**src/rtl/adc_seq_pkg.sv**
```systemverilog
package adc_seq_pkg;
   localparam int DATA_W = 8;
   localparam int LEN_W  = 4;

   typedef enum logic [1:0] {
      TRG_FALL = 2'b00,
      TRG_RISE = 2'b01,
      TRG_HIGH = 2'b10,
      TRG_LOW  = 2'b11
   } trig_mode_e;

   typedef struct packed {
      logic             irq_en;
      trig_mode_e       mode;
      logic             trig_en;
      logic [LEN_W-1:0] len;
   } ctrl_t;

   localparam logic [DATA_W-1:0] CTRL_RESET = 8'h04;
   localparam logic              ADDR_CTRL  = 1'b0;
   localparam logic              ADDR_STAT  = 1'b1;
endpackage

```
**src/rtl/adc_trig_detect.sv**
```systemverilog
module adc_trig_detect
   import adc_seq_pkg::*;
#(
   parameter int SYNC_STAGES = 2
) (
   input  logic       clk,
   input  logic       rst_n,
   input  logic       trig_raw,
   input  logic       enable,
   input  trig_mode_e mode,
   output logic       trig_evt
);
   if (SYNC_STAGES < 2) begin : g_bad_sync
      $error("adc_trig_detect: SYNC_STAGES must be at least 2");
   end

   logic [SYNC_STAGES-1:0] sync_q;
   logic                   prev_q;
   logic                   synced;

   for (genvar i = 0; i < SYNC_STAGES; i++) begin : g_sync
      if (i == 0) begin : g_first
         always_ff @(posedge clk or negedge rst_n) begin
            if (!rst_n) sync_q[0] <= 1'b0;
            else        sync_q[0] <= trig_raw;
         end
      end else begin : g_next
         always_ff @(posedge clk or negedge rst_n) begin
            if (!rst_n) sync_q[i] <= 1'b0;
            else        sync_q[i] <= sync_q[i-1];
         end
      end
   end

   assign synced = sync_q[SYNC_STAGES-1];

   always_ff @(posedge clk or negedge rst_n) begin
      if (!rst_n) prev_q <= 1'b0;
      else        prev_q <= synced;
   end

   always_comb begin
      unique case (mode)
         TRG_FALL: trig_evt = prev_q & ~synced;
         TRG_RISE: trig_evt = synced & ~prev_q;
         TRG_HIGH: trig_evt = synced;
         TRG_LOW:  trig_evt = ~synced;
         default:  trig_evt = 1'b0;
      endcase
      trig_evt = trig_evt & enable;
   end
endmodule

```
**src/rtl/adc_seq_counter.sv**
```systemverilog
module adc_seq_counter
   import adc_seq_pkg::*;
#(
   parameter int MAX_LEN = 8,
   localparam int CNT_W  = $clog2(MAX_LEN + 1)
) (
   input  logic             clk,
   input  logic             rst_n,
   input  logic [LEN_W-1:0] len_field,
   input  logic             start,
   input  logic             abort,
   input  logic             done,
   output logic             active,
   output logic             complete,
   output logic [CNT_W-1:0] cnt,
   output logic [CNT_W-1:0] len_eff
);
   if (MAX_LEN < 1 || MAX_LEN > (1 << LEN_W) - 1) begin : g_bad_len
      $error("adc_seq_counter: MAX_LEN out of range for the length field");
   end

   localparam logic [CNT_W-1:0] MAX_C = CNT_W'(MAX_LEN);

   always_comb begin
      if (len_field == '0 || 32'(len_field) > MAX_LEN) len_eff = MAX_C;
      else                                            len_eff = CNT_W'(len_field);
   end

   always_ff @(posedge clk or negedge rst_n) begin
      if (!rst_n) begin
         active   <= 1'b0;
         complete <= 1'b0;
         cnt      <= '0;
      end else if (abort) begin
         active <= 1'b0;
         cnt    <= '0;
      end else if (start && !active) begin
         active   <= 1'b1;
         complete <= 1'b0;
         cnt      <= '0;
      end else if (active && done) begin
         if (cnt == len_eff - CNT_W'(1)) begin
            active   <= 1'b0;
            complete <= 1'b1;
            cnt      <= '0;
         end else begin
            cnt <= cnt + CNT_W'(1);
         end
      end
   end
endmodule

```
**src/rtl/adc_seq_regs.sv**
```systemverilog
module adc_seq_regs
   import adc_seq_pkg::*;
(
   input  logic              clk,
   input  logic              rst_n,
   input  logic              bus_wr,
   input  logic              bus_addr,
   input  logic [DATA_W-1:0] bus_wdata,
   input  logic              complete,
   input  logic              active,
   output ctrl_t             ctrl,
   output logic              ctrl_wr,
   output logic              sw_start,
   output logic [DATA_W-1:0] bus_rdata,
   output logic              irq
);
   ctrl_t ctrl_q;
   logic  irq_flag;

   assign ctrl_wr  = bus_wr && (bus_addr == ADDR_CTRL);
   assign sw_start = bus_wr && (bus_addr == ADDR_STAT) && bus_wdata[0];

   always_ff @(posedge clk or negedge rst_n) begin
      if (!rst_n)       ctrl_q <= ctrl_t'(CTRL_RESET);
      else if (ctrl_wr) ctrl_q <= ctrl_t'(bus_wdata);
   end

   assign ctrl     = ctrl_q;
   assign irq_flag = ctrl_q.irq_en & complete;
   assign irq      = irq_flag;

   always_comb begin
      if (bus_addr == ADDR_CTRL) bus_rdata = DATA_W'(ctrl_q);
      else                       bus_rdata = {5'b0, active, irq_flag, complete};
   end
endmodule

```
**src/rtl/adc_seq_ctrl.sv**
```systemverilog
module adc_seq_ctrl
   import adc_seq_pkg::*;
#(
   parameter int MAX_LEN     = 8,
   parameter int SYNC_STAGES = 2
) (
   input  logic              clk,
   input  logic              rst_n,
   input  logic              bus_wr,
   input  logic              bus_addr,
   input  logic [DATA_W-1:0] bus_wdata,
   output logic [DATA_W-1:0] bus_rdata,
   input  logic              ext_trig,
   input  logic              conv_done,
   output logic              conv_req,
   output logic              irq
);
   localparam int CNT_W = $clog2(MAX_LEN + 1);

   ctrl_t            ctrl;
   logic             ctrl_wr;
   logic             sw_start;
   logic             trig_evt;
   logic             seq_start;
   logic             active;
   logic             complete;
   logic [CNT_W-1:0] cnt;
   logic [CNT_W-1:0] len_eff;

   adc_seq_regs u_regs (
      .clk       (clk),
      .rst_n     (rst_n),
      .bus_wr    (bus_wr),
      .bus_addr  (bus_addr),
      .bus_wdata (bus_wdata),
      .complete  (complete),
      .active    (active),
      .ctrl      (ctrl),
      .ctrl_wr   (ctrl_wr),
      .sw_start  (sw_start),
      .bus_rdata (bus_rdata),
      .irq       (irq)
   );

   adc_trig_detect #(.SYNC_STAGES(SYNC_STAGES)) u_trig (
      .clk      (clk),
      .rst_n    (rst_n),
      .trig_raw (ext_trig),
      .enable   (ctrl.trig_en),
      .mode     (ctrl.mode),
      .trig_evt (trig_evt)
   );

   assign seq_start = sw_start | trig_evt;

   adc_seq_counter #(.MAX_LEN(MAX_LEN)) u_cnt (
      .clk       (clk),
      .rst_n     (rst_n),
      .len_field (ctrl.len),
      .start     (seq_start),
      .abort     (ctrl_wr),
      .done      (conv_done),
      .active    (active),
      .complete  (complete),
      .cnt       (cnt),
      .len_eff   (len_eff)
   );

   assign conv_req = active;
endmodule

```
**config.mk**
```make
export PLATFORM = sky130hd
export DESIGN_NAME = adc_seq_ctrl
export DESIGN_NICKNAME = d
export VERILOG_FILES = /design/src/rtl/adc_seq_pkg.sv /design/src/rtl/adc_trig_detect.sv /design/src/rtl/adc_seq_counter.sv /design/src/rtl/adc_seq_regs.sv /design/src/rtl/adc_seq_ctrl.sv
export SDC_FILE = /design/constraint.sdc
export NUM_CORES = 1
export LEC_CHECK = 0
export BUFFER_PORTS_ARGS = -buffer_cell sky130_fd_sc_hd__buf_4
export CAP_MARGIN = 20
export CORE_MARGIN = 10
export CORE_UTILIZATION = 54
export CTS_CLUSTER_DIAMETER = 30
export DETAILED_ROUTE_END_ITERATION = 10
export PLACE_DENSITY = 0.89
export SKIP_CTS_REPAIR_TIMING = 1
export SYNTH_ARGS = -nofsm -noshare
export SYNTH_HDL_FRONTEND = slang
export SYNTH_SLANG_ARGS = --single-unit
export TNS_END_PERCENT = 30
```
**constraint.sdc**
```tcl
create_clock -name clk -period 3.2 [get_ports clk]
set_input_delay 0.48 -clock clk [delete_from_list [all_inputs] [get_ports clk]]
set_output_delay 0.48 -clock clk [all_outputs]
set_load 0.005 [all_outputs]
```
==> flow_summary_export.csv <==
group,metric,value,unit
detailed_routing,routedWlPerCell,14.6,um
layout,final_cells,135,
grt,overflow,0,
yosys,netlist_area,907,um2
yosys,synthTopCellsByArea,"dfrtp_1 44%, nand2_1 11%, mux2_2 5.0%",
worst_setup_path,r2r_end,"u_cnt.cnt[3]$_DFFE_PN0P_",
worst_setup_path,r2r.worst_path.cells,6,
worst_setup_path,cp_max_fo,5,
timing,setup_viol,0,
yosys,synth_top_area_cell,"dfrtp_1",
detailed_routing,drtIter0Drc,8,
grt,antenna_found_initial,0,
pwr,vdd_drop_max,0.394,mV
grt,grt_pass1_wl,3.27,mm
cts,cts_tree,"done",
worst_setup_path,path_delay_family,"simple AND/OR/NAND/NOR gates",
die,die_x,61.0,um
timing,rsz0062_at_grt,"false",
yosys,synth_adder_area_share,2.76,%
die,die_h,61.0,um
grt,grt_start_max_net_pins,18,
yosys,synth_nets,111,
yosys,synth.area.mux_share,4.97,%
cts,clk_path_buf_depth,2,
cts,clock_sinks,17,
cts,cts_buffers,3,
placement,port_buffers,23,
die,fp.dieArea,3720,um2
yosys,synth_xor_area_share,3.86,%
detailed_routing,drc_errors,0,
worst_setup_path,required,3.39,ns
timing,period_share,64.8,%
status,status,"completed",
placement,gp_congestion,0.815,
yosys,synth_cells,95,
die,rows,14,
detailed_routing,vias_per_cell,5.43,
worst_setup_path,worstSetupStartpointType,"flip-flop",
yosys,synth_seq_cells,17,
die,io_pins,24,
yosys,synth_compound_area_share,10.5,%
worst_setup_path,critPathBufInv,0,
yosys,ys_types,29,
yosys,synth-async-reset-ratio,100,%
timing,timing.setup.tns,0,ns
timing,holdWs,0.0136,ns
worst_setup_path,arrival,2.26,ns
yosys,synthFlopType,"dfrtp_1",
layout,final_net_count,136,
detailed_routing,ant_nets,0,
yosys,yosysMostFrequentCell,"nand2_1",
placement,placed_cell_area,1090,um2
pwr,p_per_area,513,nW/um2
worst_setup_path,cpPeakStageDelay,0.51,ns
timing,fin_crit,2.07,ns
pwr,finalPower,573,uW
yosys,syn_area_per_cell,9.55,um2
placement,dp_cells,131,
worst_setup_path,regToRegSetupSlack,1.13,ns
yosys,ys_seq_area_share,47.0,%
timing,skew,0.00745,ns
hold_path,hold_class,"in2async",
yosys,synth_top_area_share,44.1,%
layout,drive_gt1_share,30.3,%
yosys,synth_edf_count,0,
cts,clk_pin_slew,0.11,ns
worst_setup_path,critPathSlowestCell,"or4_4",
yosys,synth_top_family_by_area,"simple AND/OR/NAND/NOR gates",
cts,cts_max_level,1,
pwr,leakagePower,0.000568,uW
run,max_cap_viol_count,0,
worst_setup_path,crit_path_end_kind,"flip-flop",
die,core-area,1540,um2
layout,area_delta_synth_final,23.3,%
yosys,synth_simple_gate_area_share,28.4,%
timing,final_hold_viol_count,0,
timing,worst_slew_pin_slew,0.627,ns
timing,slew_headroom,58.1,%
yosys,synthTopCellsByCount,"27 x nand2_1, 16 x dfrtp_1, 7 x nor2b_1, 4 x mux2_2, 4 x o21ai_0",
layout,num_antenna_cells,0,
cts,clock_latency,0.30,ns
worst_setup_path,crit_type,"reg2reg",
worst_setup_path,crit_chain,"nand2b_4 > ha_1 > xnor2_1 > or4_4 > nor4b_1 > a211o_1",
timing,fmax,482,MHz
placement,dp_hpwl,1.52,mm
timing,report.final.slew_viol_count,0,
cts,root_buffer,"clkbuf_4",
grt,grt.total_usage,11.8,%
detailed_routing,drtPass1Iterations,4,
layout,stdcell_area,1120,um2
detailed_routing,num_vias,733,
grt,grt_pass1_vias,674,
worst_setup_path,r2r_start,"u_regs.ctrl[3]$_DFFE_PN0P_",
die,start_util,58.8,%
yosys,yosysWarningCount,0,
detailed_routing,wirelength,1.97,mm
==> stage by stage <==
step / utilization, % / setup WS [ns]
6_report: 72.6 / 1.13
5_1_grt: 72.6 / 0.967
4_1_cts: 72.6 / 1.11
3_5_place_dp: 70.6 / 1.13
3_3_place_gp: 70.6 / 1.18
2_1_floorplan: - / 1.22
==> routing by layer <==
metal	up-vias	routed length (um)	GRT usage, %
met5	-	0	0
met4	0	27	3.76
met3	4	212	7.10
met2	22	879	17.2
met1	341	849	14.0
li1	366	-	-
==> registers in the layout, summed over array words and instances (netlist names) <==
| name | cells |
|---|---|
| u_trig.synced | 1 |
| u_cnt.cnt | 4 |
| u_trig.prev_q | 1 |
| u_trig.sync_q | 1 |
| u_regs.ctrl | 8 |
| u_cnt.complete | 1 |
| u_cnt.active | 1 |
==> area by class of cell <==
class,instances,area [um2]
clock buffer,3,22.5
tap,16,20.0
multi-input combinational,72,458
fill,114,423
clock inverter,1,7.51
inverter,3,11.3
timing repair buffer,23,173
sequential,17,427
==> logic make-up (layout without fill, tap and decap cells) <==
group                    after synthesis  after routing
buffers and inverters                  6             30
XOR/XNOR                               4              4
AND/OR/NAND/NOR                       49             49
adder cells (fa/ha/maj)                2              2
flip-flops                            17             17
multiplexers                           4              4
AO/OA/AOI/OAI                         13             13
==> worst max-delay path by stage <==
stage	startpoint	end	slack, ns	cells past startpoint
after floorplan	u_regs.ctrl[3]$_DFFE_PN0P_	u_cnt.cnt[2]$_DFFE_PN0P_	1.22	6
after global placement	u_regs.ctrl[3]$_DFFE_PN0P_	u_cnt.cnt[2]$_DFFE_PN0P_	1.18	6
after detailed placement	u_regs.ctrl[3]$_DFFE_PN0P_	u_cnt.cnt[2]$_DFFE_PN0P_	1.13	6
after CTS	u_regs.ctrl[3]$_DFFE_PN0P_	u_cnt.cnt[2]$_DFFE_PN0P_	1.11	6
after global routing	u_regs.ctrl[3]$_DFFE_PN0P_	u_cnt.cnt[3]$_DFFE_PN0P_	0.97	7
final	u_regs.ctrl[3]$_DFFE_PN0P_	u_cnt.cnt[3]$_DFFE_PN0P_	1.13	6
==> cells in the final DEF (no fill, tap or decap), drive strengths merged, types with 2 or more instances in the layout <==
master	netlist	routed
a21oi	2	2
buf	0	23
clkbuf	3	3
dfrtp	16	16
ha	2	2
inv	3	3
mux2	4	4
nand2	27	27
nand2b	4	4
nand3	3	3
nor2	2	2
nor2b	8	8
o21ai	4	4
xnor2	3	3
==> report_power, final <==
| part | switching (uW) | internal (uW) |
|---|---|---|
| registers | 35.1 | 247 |
| clock network | 74.4 | 47.7 |
| logic | 70.4 | 99.2 |
| total | 180 | 393 |
No activity file was read; power rests on OpenSTA's default activity.
